## config.mk

```make
export PLATFORM = sky130hd
export DESIGN_NAME = gpio_irq_ctrl
export DESIGN_NICKNAME = d
export VERILOG_FILES = /design/src/rtl/gpio_irq_pkg.sv /design/src/rtl/gpio_irq_sync.sv /design/src/rtl/gpio_irq_detect.sv /design/src/rtl/gpio_irq_regs.sv /design/src/rtl/gpio_irq_ctrl.sv
export SDC_FILE = /design/constraint.sdc
export NUM_CORES = 1
export LEC_CHECK = 0
export ABC_AREA = 1
export BUFFER_PORTS_ARGS = -buffer_cell sky130_fd_sc_hd__buf_2
export CORE_MARGIN = 2
export CORE_UTILIZATION = 50
export CTS_CLUSTER_SIZE = 24
export DETAILED_ROUTE_END_ITERATION = 12
export GPL_ROUTABILITY_DRIVEN = 0
export HOLD_SLACK_MARGIN = 0.08
export PLACE_DENSITY = 0.74
export SLEW_MARGIN = 20
export SYNTH_ARGS = -nofsm -noshare
export SYNTH_HDL_FRONTEND = slang
export SYNTH_HIERARCHICAL = 1
export SYNTH_SLANG_ARGS = --single-unit
export TNS_END_PERCENT = 100
```

## constraint.sdc

```tcl
create_clock -name clk -period 1.5 [get_ports clk]
set_input_delay 0.225 -clock clk [delete_from_list [all_inputs] [get_ports clk]]
set_output_delay 0.225 -clock clk [all_outputs]
set_load 0.01 [all_outputs]
```

## src/rtl/gpio_irq_pkg.sv

```systemverilog
package gpio_irq_pkg;

    // Sensitivity codes, 3 bits per pin; 5..7 disable the pin
    localparam int          SENSE_W    = 3;
    localparam logic [2:0]  SENSE_RISE = 3'd0;
    localparam logic [2:0]  SENSE_FALL = 3'd1;
    localparam logic [2:0]  SENSE_BOTH = 3'd2;
    localparam logic [2:0]  SENSE_HIGH = 3'd3;
    localparam logic [2:0]  SENSE_LOW  = 3'd4;
    localparam logic [2:0]  SENSE_OFF  = 3'd7;

    // Register addresses
    localparam int REG_ENABLE    = 0;
    localparam int REG_RAW       = 1;
    localparam int REG_MASKED    = 2;
    localparam int REG_MODE_BASE = 8;

    typedef enum logic [2:0] {
        SEL_NONE,
        SEL_ENABLE,
        SEL_RAW,
        SEL_MASKED,
        SEL_MODE
    } reg_sel_e;

    // Per-pin control bundle from the register port to a detector
    typedef struct packed {
        logic             mode_wr;
        logic             w1c;
        logic [SENSE_W-1:0] mode;
    } pin_ctl_t;

    function automatic logic is_edge_mode(input logic [SENSE_W-1:0] m);
        return (m == SENSE_RISE) || (m == SENSE_FALL) || (m == SENSE_BOTH);
    endfunction

    function automatic logic is_level_mode(input logic [SENSE_W-1:0] m);
        return (m == SENSE_HIGH) || (m == SENSE_LOW);
    endfunction

endpackage

```

## src/rtl/gpio_irq_sync.sv

```systemverilog
module gpio_irq_sync #(
    parameter int NUM_PINS = 8,
    parameter int STAGES   = 2
) (
    input  logic                clk,
    input  logic                rst,
    input  logic [NUM_PINS-1:0] async_i,
    output logic [NUM_PINS-1:0] sync_o
);
    logic [STAGES-1:0][NUM_PINS-1:0] chain_q;

    for (genvar s = 0; s < STAGES; s++) begin : g_stage
        if (s == 0) begin : g_first
            always_ff @(posedge clk) begin
                if (rst) chain_q[s] <= '0;
                else     chain_q[s] <= async_i;
            end
        end else begin : g_next
            always_ff @(posedge clk) begin
                if (rst) chain_q[s] <= '0;
                else     chain_q[s] <= chain_q[s-1];
            end
        end
    end

    assign sync_o = chain_q[STAGES-1];

endmodule

```

## src/rtl/gpio_irq_detect.sv

```systemverilog
module gpio_irq_detect
    import gpio_irq_pkg::*;
(
    input  logic     clk,
    input  logic     rst,
    input  logic     smp_i,
    input  pin_ctl_t ctl_i,
    output logic     raw_o
);
    logic prev_q;
    logic raw_q;
    logic rise, fall, hit;
    logic raw_d;

    always_ff @(posedge clk) begin
        if (rst) prev_q <= 1'b0;
        else     prev_q <= smp_i;
    end

    always_comb begin
        rise = smp_i & ~prev_q;
        fall = ~smp_i & prev_q;
        case (ctl_i.mode)
            SENSE_RISE: hit = rise;
            SENSE_FALL: hit = fall;
            SENSE_BOTH: hit = rise | fall;
            default:    hit = 1'b0;
        endcase
    end

    always_comb begin
        if (ctl_i.mode_wr) begin
            raw_d = 1'b0;
        end else if (is_edge_mode(ctl_i.mode)) begin
            raw_d = (raw_q & ~ctl_i.w1c) | hit;
        end else if (ctl_i.mode == SENSE_HIGH) begin
            raw_d = smp_i;
        end else if (ctl_i.mode == SENSE_LOW) begin
            raw_d = ~smp_i;
        end else begin
            raw_d = 1'b0;
        end
    end

    always_ff @(posedge clk) begin
        if (rst) raw_q <= 1'b0;
        else     raw_q <= raw_d;
    end

    assign raw_o = raw_q;

    // a mode write empties the latch at that edge
    assert_mode_clear_R9: assert property (@(posedge clk) disable iff (rst)
        ctl_i.mode_wr |=> !raw_q);

    // disabled codes never raise status
    assert_disabled_idle_R8: assert property (@(posedge clk) disable iff (rst)
        (!is_edge_mode(ctl_i.mode) && !is_level_mode(ctl_i.mode)) |=> !raw_q);

    // latched transition status holds without a clear
    assert_edge_hold_R7: assert property (@(posedge clk) disable iff (rst)
        (is_edge_mode(ctl_i.mode) && raw_q && !ctl_i.w1c && !ctl_i.mode_wr) |=> raw_q);

    // high-level status tracks the synchronised pin
    assert_level_follow_R6: assert property (@(posedge clk) disable iff (rst)
        (ctl_i.mode == SENSE_HIGH && !ctl_i.mode_wr) |=> (raw_q == $past(smp_i)));

endmodule

```

## src/rtl/gpio_irq_regs.sv

```systemverilog
module gpio_irq_regs
    import gpio_irq_pkg::*;
#(
    parameter int NUM_PINS = 8,
    parameter int ADDR_W   = 4,
    parameter int DATA_W   = 32
) (
    input  logic                     clk,
    input  logic                     rst,
    input  logic                     req_valid,
    input  logic                     req_write,
    input  logic [ADDR_W-1:0]        req_addr,
    input  logic [DATA_W-1:0]        req_wdata,
    input  logic [NUM_PINS-1:0]      raw_i,
    input  logic [NUM_PINS-1:0]      masked_i,
    output logic                     rsp_valid,
    output logic [DATA_W-1:0]        rsp_rdata,
    output logic [NUM_PINS-1:0]      enable_o,
    output pin_ctl_t [NUM_PINS-1:0]  ctl_o
);
    localparam int IDX_W = (NUM_PINS > 1) ? $clog2(NUM_PINS) : 1;

    logic [NUM_PINS-1:0]              enable_q;
    logic [NUM_PINS-1:0][SENSE_W-1:0] mode_q;
    reg_sel_e                         sel;
    logic [IDX_W-1:0]                 idx;
    logic                             wr, rd;
    logic [DATA_W-1:0]                rdata_d;
    logic                             unused_hi;

    assign unused_hi = ^req_wdata[DATA_W-1:NUM_PINS];
    assign wr = req_valid & req_write;
    assign rd = req_valid & ~req_write;

    always_comb begin
        sel = SEL_NONE;
        idx = '0;
        if (req_addr == ADDR_W'(REG_ENABLE)) begin
            sel = SEL_ENABLE;
        end else if (req_addr == ADDR_W'(REG_RAW)) begin
            sel = SEL_RAW;
        end else if (req_addr == ADDR_W'(REG_MASKED)) begin
            sel = SEL_MASKED;
        end else if ((int'(req_addr) >= REG_MODE_BASE) &&
                     (int'(req_addr) - REG_MODE_BASE < NUM_PINS)) begin
            sel = SEL_MODE;
            idx = IDX_W'(int'(req_addr) - REG_MODE_BASE);
        end
    end

    always_ff @(posedge clk) begin
        if (rst) begin
            enable_q <= '0;
            for (int i = 0; i < NUM_PINS; i++) mode_q[i] <= SENSE_OFF;
        end else if (wr) begin
            if (sel == SEL_ENABLE) enable_q <= req_wdata[NUM_PINS-1:0];
            if (sel == SEL_MODE)   mode_q[idx] <= req_wdata[SENSE_W-1:0];
        end
    end

    for (genvar p = 0; p < NUM_PINS; p++) begin : g_ctl
        assign ctl_o[p].mode    = mode_q[p];
        assign ctl_o[p].mode_wr = wr && (sel == SEL_MODE) && (idx == IDX_W'(p));
        assign ctl_o[p].w1c     = wr && (sel == SEL_RAW) && req_wdata[p];
    end

    always_comb begin
        case (sel)
            SEL_ENABLE: rdata_d = {{(DATA_W-NUM_PINS){1'b0}}, enable_q};
            SEL_RAW:    rdata_d = {{(DATA_W-NUM_PINS){1'b0}}, raw_i};
            SEL_MASKED: rdata_d = {{(DATA_W-NUM_PINS){1'b0}}, masked_i};
            SEL_MODE:   rdata_d = {{(DATA_W-SENSE_W){1'b0}}, mode_q[idx]};
            default:    rdata_d = '0;
        endcase
    end

    always_ff @(posedge clk) begin
        if (rst) begin
            rsp_valid <= 1'b0;
            rsp_rdata <= '0;
        end else begin
            rsp_valid <= rd;
            rsp_rdata <= rd ? rdata_d : '0;
        end
    end

    assign enable_o = enable_q;

    // every read is answered on the following cycle
    assert_read_resp_R12: assert property (@(posedge clk) disable iff (rst)
        rd |=> rsp_valid);

    assert_no_stray_resp_R12: assert property (@(posedge clk) disable iff (rst)
        !rd |=> !rsp_valid);

endmodule

```

## src/rtl/gpio_irq_ctrl.sv

```systemverilog
module gpio_irq_ctrl
    import gpio_irq_pkg::*;
#(
    parameter int NUM_PINS    = 8,
    parameter int ADDR_W      = 4,
    parameter int DATA_W      = 32,
    parameter int SYNC_STAGES = 2
) (
    input  logic                clk,
    input  logic                rst,
    input  logic [NUM_PINS-1:0] pins_i,
    input  logic                req_valid,
    input  logic                req_write,
    input  logic [ADDR_W-1:0]   req_addr,
    input  logic [DATA_W-1:0]   req_wdata,
    output logic                rsp_valid,
    output logic [DATA_W-1:0]   rsp_rdata,
    output logic                irq_o
);
    logic [NUM_PINS-1:0]     smp;
    logic [NUM_PINS-1:0]     raw;
    logic [NUM_PINS-1:0]     masked;
    logic [NUM_PINS-1:0]     enable;
    pin_ctl_t [NUM_PINS-1:0] ctl;

    gpio_irq_sync #(
        .NUM_PINS (NUM_PINS),
        .STAGES   (SYNC_STAGES)
    ) u_sync (
        .clk     (clk),
        .rst     (rst),
        .async_i (pins_i),
        .sync_o  (smp)
    );

    for (genvar p = 0; p < NUM_PINS; p++) begin : g_pin
        gpio_irq_detect u_det (
            .clk   (clk),
            .rst   (rst),
            .smp_i (smp[p]),
            .ctl_i (ctl[p]),
            .raw_o (raw[p])
        );
    end

    gpio_irq_regs #(
        .NUM_PINS (NUM_PINS),
        .ADDR_W   (ADDR_W),
        .DATA_W   (DATA_W)
    ) u_regs (
        .clk       (clk),
        .rst       (rst),
        .req_valid (req_valid),
        .req_write (req_write),
        .req_addr  (req_addr),
        .req_wdata (req_wdata),
        .raw_i     (raw),
        .masked_i  (masked),
        .rsp_valid (rsp_valid),
        .rsp_rdata (rsp_rdata),
        .enable_o  (enable),
        .ctl_o     (ctl)
    );

    assign masked = raw & enable;
    assign irq_o  = |masked;

    // with every pin masked the request line stays low
    assert_irq_masked_R11: assert property (@(posedge clk) disable iff (rst)
        (enable == '0) |-> !irq_o);

    // a pin with no raw status never shows masked status
    assert_masked_needs_raw_R10: assert property (@(posedge clk) disable iff (rst)
        (raw == '0) |-> !irq_o);

endmodule

```

Word-level counts from Yosys, hierarchy flattened
Index checks and enable logic that the tools add are counted.
Cells by class
  $add $sub $neg: 1
  $lt $le $gt $ge: 4
  eq/ne operators: 45
  muxes and demuxes: 46
  bitwise logic cells: 69
  reduce and logical (&&, ||, !) cells: 58
Operators by type and width (count)
  $eq A3 B2 Y1 const B: 20
  $eq A3 B3 Y1 const B: 13
  $lt A32 B5 Y1 const B: 1
  $pmux W8 S4: 1
  $eq A3 B1 Y1 const B: 10
  $mux W3: 10
  $logic_not A3 Y1: 9
  $and A1 B1 Y1: 26
  $not A1 Y1: 26
  $bwmux W24: 1
  $mux W1: 24
  $pmux W1 S3: 8
  $logic_and A1 B1 Y1: 20
  $reduce_or A2 Y1: 9
  $logic_or A1 B1 Y1: 16
  $or A1 B1 Y1: 16
  $bmux W3 S3: 1
  $demux W3 S3: 1
  $and A8 B8 Y8: 1
  $reduce_or A8 Y1: 1
  $sub A4 B4 Y5 const B: 1
  $eq A4 B1 Y1 const B: 1
  $eq A4 B2 Y1 const B: 1
  $ge A4 B4 Y1 const B: 1
  4 further kinds: 5
Storage, ports and cells
  flip-flop bits (word level): 97
  bits of input ports: 48
  output and inout port bits: 34
  logic and storage cells: 252

Logic depth before layout (Yosys ltp)
  depth after elaboration: 14
  gate-level depth with buffers: 13
  gate-level depth less buffers: 12

Modules after synthesis
Netlist, hierarchy kept.
Modules (own cells, without submodules)
  gpio_irq_regs: times used 1, cells each 302, area each 2158.3 um^2, seq. area each 820.8 um^2
  gpio_irq_detect: times used 8, cells each 27, area each 161.4 um^2, seq. area each 40.0 um^2
  gpio_irq_sync: times used 1, cells each 58, area each 534.3 um^2, seq. area each 320.3 um^2
  gpio_irq_ctrl: times used 1, cells each 23, area each 86.3 um^2, seq. area each 0.0 um^2

Worst setup path after synthesis
No wires, ideal clock.
  kind: in2reg
  start: input port req_addr[3]
  end: register g_pin[0].u_det.raw_q
  setup time: 0.111 ns
  arrival: 1.291 ns
  required time: 1.389 ns
  setup slack: 0.097 ns
  cell stages on the path: 13
  path buffers: 1
  path through: buf_4 nor2_4 nand2_1 nor2_4 nand2_1 nor2_1 inv_1 nand2_1 nand2_1 inv_1 nand2_1 nor2_1 nor2_1
RTL lines
  start, declared: RTL line gpio_irq_ctrl.sv:14  | input logic [ADDR_W-1:0] req_addr,
  end signal, assigned: RTL line gpio_irq_detect.sv:47  | else raw_q <= raw_d;
  end, declared: RTL line gpio_irq_detect.sv:11  | logic raw_q;

Worst setup path after layout
  start: register g_pin[1].u_det.raw_q
  end: output port irq_o
On the way
  longest elaborated chain between the ends: 2
Ends and longest elaborated chain
  start, declared: RTL line gpio_irq_detect.sv:11
  start signal, assigned: RTL line gpio_irq_detect.sv:47
  $and A8 B8 Y8: RTL line gpio_irq_ctrl.sv:65  | assign masked = raw & enable;
  $reduce_or A8 Y1: RTL line gpio_irq_ctrl.sv:66  | assign irq_o = |masked;
  end, declared: RTL line gpio_irq_ctrl.sv:18  | output logic irq_o
Every way passes these cells.

==> metrics <==
Syn Area/Cell 6.79 µm²; met3 routed WL 548 µm; DIE WIDTH 94.2 µm; WL met2 4130 µm; clock transition at the registers of the reported paths 70 ps; Buffers on Ports 33; routed via count 3,657; commonest non-fill, non-tap cells in the layout nand2_1 (145), nor2_1 (97), dfxtp_1 (73), inv_1 (70), buf_2 (33); Initial DRC Count 243; Leakage Power 2.50 nW; average wire per standard cell 11.6 µm; final setup fails 0; design internal power 2.89 mW; CP required 1270 ps; Site Rows 32; die footprint 0.00888 mm²; DP HPWL 6720 µm; switching share of power 25.4%; core area 0.00781 mm²; final std cells w/o fill 767; nets 725; Seq cells post-synth 73; clock group share of total power 36.9%; Sequential Power Share 51.8%; pwr dens 843 mW/mm²; TritonCTS clock tree yes; number of vias per cell 4.77; Min Hold Slack 97.8 ps; Worst Setup Path Type reg -> out; clk sinks 73; Syn Inst Count 599; initial antenna violation count 0; top cell type's share of synthesized area 35.9%; # IOs 82; Final Max Tran Viols 0; Antenna diodes 0; VDD IR-drop max 0.000620 V; share of cells above drive strength 1 20.5%; largest net degree at the start of global routing 27; ratio of final minimum period to clock period 91.4%; final hold vios 0; clk_lat worst skew 340 ps; Total Routed Length 8910 µm; Startpoint Class flip-flop; Die H 94.2 µm; post-CTS setup buffers 0; DRT met1 WL 4090 µm; Starting Density 52.1%; RSZ-0062 raised after global routing false; GRT Residual Overflow 0; status finished clean; switching pwr 0.984 mW; Fillers 768; antenna-violating nets left 0; CP Max Fanout 3; Hold WC Path Type in -> reg; post-CTS resize count 0; Hold-fix buffers, CTS 6; DRT Pass-1 Iters 4; total placed cells including tap cells 746; total CTS buffers 9; root buf cell clkbuf_8; share of power burned in combinational logic 11.3%; total track usage 21.7%; H-tree depth 3; Post-Synthesis Cell Area 0.00407 mm²; Arr. time, crit path 1150 ps; yosys warns 6; largest cells by area after synthesis dfxtp_1 (36%), nand2_1 (13%), nor2_1 (8.9%); Worst setup EP type output pin; post-synth top area cell dfxtp_1; count of different cell masters after synthesis 27; clk buf depth 2; commonest non-fill, non-tap cell in the layout nand2_1; Final min period 1370 ps; area growth from synthesis to layout 13.0%; # DRC 0; max-capacitance violation count 0; achievable frequency 729 MHz; first-pass GRT wire length 15,200 µm; Final Skew 8.47 ps; Top Metal Used met4; register area share after synthesis 35.9%; number of global-route vias before repair 3,449
[cell type report]
| cell class | count | area, µm² | share of cell area (%) |
|---|---|---|---|
| clock inverter | 4 | 45.0 | 0.979 |
| inverter | 104 | 390 | 8.49 |
| tap | 102 | 128 | 2.77 |
| sequential | 73 | 1460 | 31.8 |
| timing repair buffer | 70 | 458 | 9.95 |
| clock buffer | 11 | 131 | 2.86 |
| multi-input combinational | 403 | 1990 | 43.2 |
[cell usage after synthesis, drive strengths merged]
cell type	number
nand2	149
nor2	105
inv	101
dfxtp	73
buf	40
nand3	33
o211ai	24
o21ai	21
a21oi	20
ha	16
or2	8
a31oi	3
clkinv	3
clkbuf	2
conb	1
[final timing paths]
path / start / endpoint / slack, ps / depth (start not counted)
setup / recovery: g_pin[1].u_det/raw_o / irq_o / 130 / 5
hold / removal: pins_i[1] / u_sync/chain_q[1] / 100 / 3
setup reg to reg: u_sync/sync_o[7] / g_pin[7].u_det/raw_o / 320 / 9
hold reg to reg: u_sync/chain_q[4] / u_sync/sync_o[4] / 400 / 2
[power groups by stage]
stage	clock [mW]	sequential (mW)	combinational [mW]
2_1_floorplan	0	2.04	0.337
3_3_place_gp	0	2.05	0.408
3_5_place_dp	0	2.05	0.417
4_1_cts	1.48	2.01	0.432
5_1_grt	1.57	2.01	0.492
6_report	1.43	2.01	0.436
[worst max-delay path, stage by stage, from the launching register on]
cell and delay [ps]:
dfxtp_1 350, nand2_1 110, nand2_1 60, nor2_1 110, nand2_1 60, buf_2 130
[metrics by stage]
| stage | total power, mW | worst slack (ps) | setup TNS [ps] | utilization, % | area (µm²) |
|---|---|---|---|---|---|
| finish | 3.88 | 129 | 0 | 58.9 | 4600 |
| detailed placement | 2.47 | -66.1 | -315 | 55.9 | 4360 |
| global route | 4.07 | 17.3 | 0 | 58.9 | 4600 |
| floorplan | 2.38 | 97.4 | 0 | - | 4160 |
| global placement | 2.46 | -67.7 | -165 | 55.9 | 4360 |
| CTS | 3.92 | 107 | 0 | 58.9 | 4600 |
[sequential cells by signal, summed over array words and instances, names as in the netlist]
signal and count:
u_sync/chain_q 8, g_pin.u_det/raw_o 8, u_regs/ctl_o 24, u_regs/rsp_rdata 8
g_pin.u_det/prev_q 8, u_regs/rsp_valid 1, u_sync/sync_o 8, u_regs/enable_o 8
[cell families after synthesis]
group                    after synthesis  synth area share (%)
AO/OA/AOI/OAI                         68                  10.8
adder cells (fa/ha/maj)               16                  4.92
buffers and inverters                146                  17.4
flip-flops                            73                  35.9
other                                  1                0.0921
AND/OR/NAND/NOR                      295                  30.9
[layer usage]
layer,track usage (%),up-vias
li1,-,1906
met4,7.00,0
met5,0,-
met3,5.94,13
met1,27.0,1638
met2,36.4,100
Note: power is estimated with default switching activity, not from simulation.
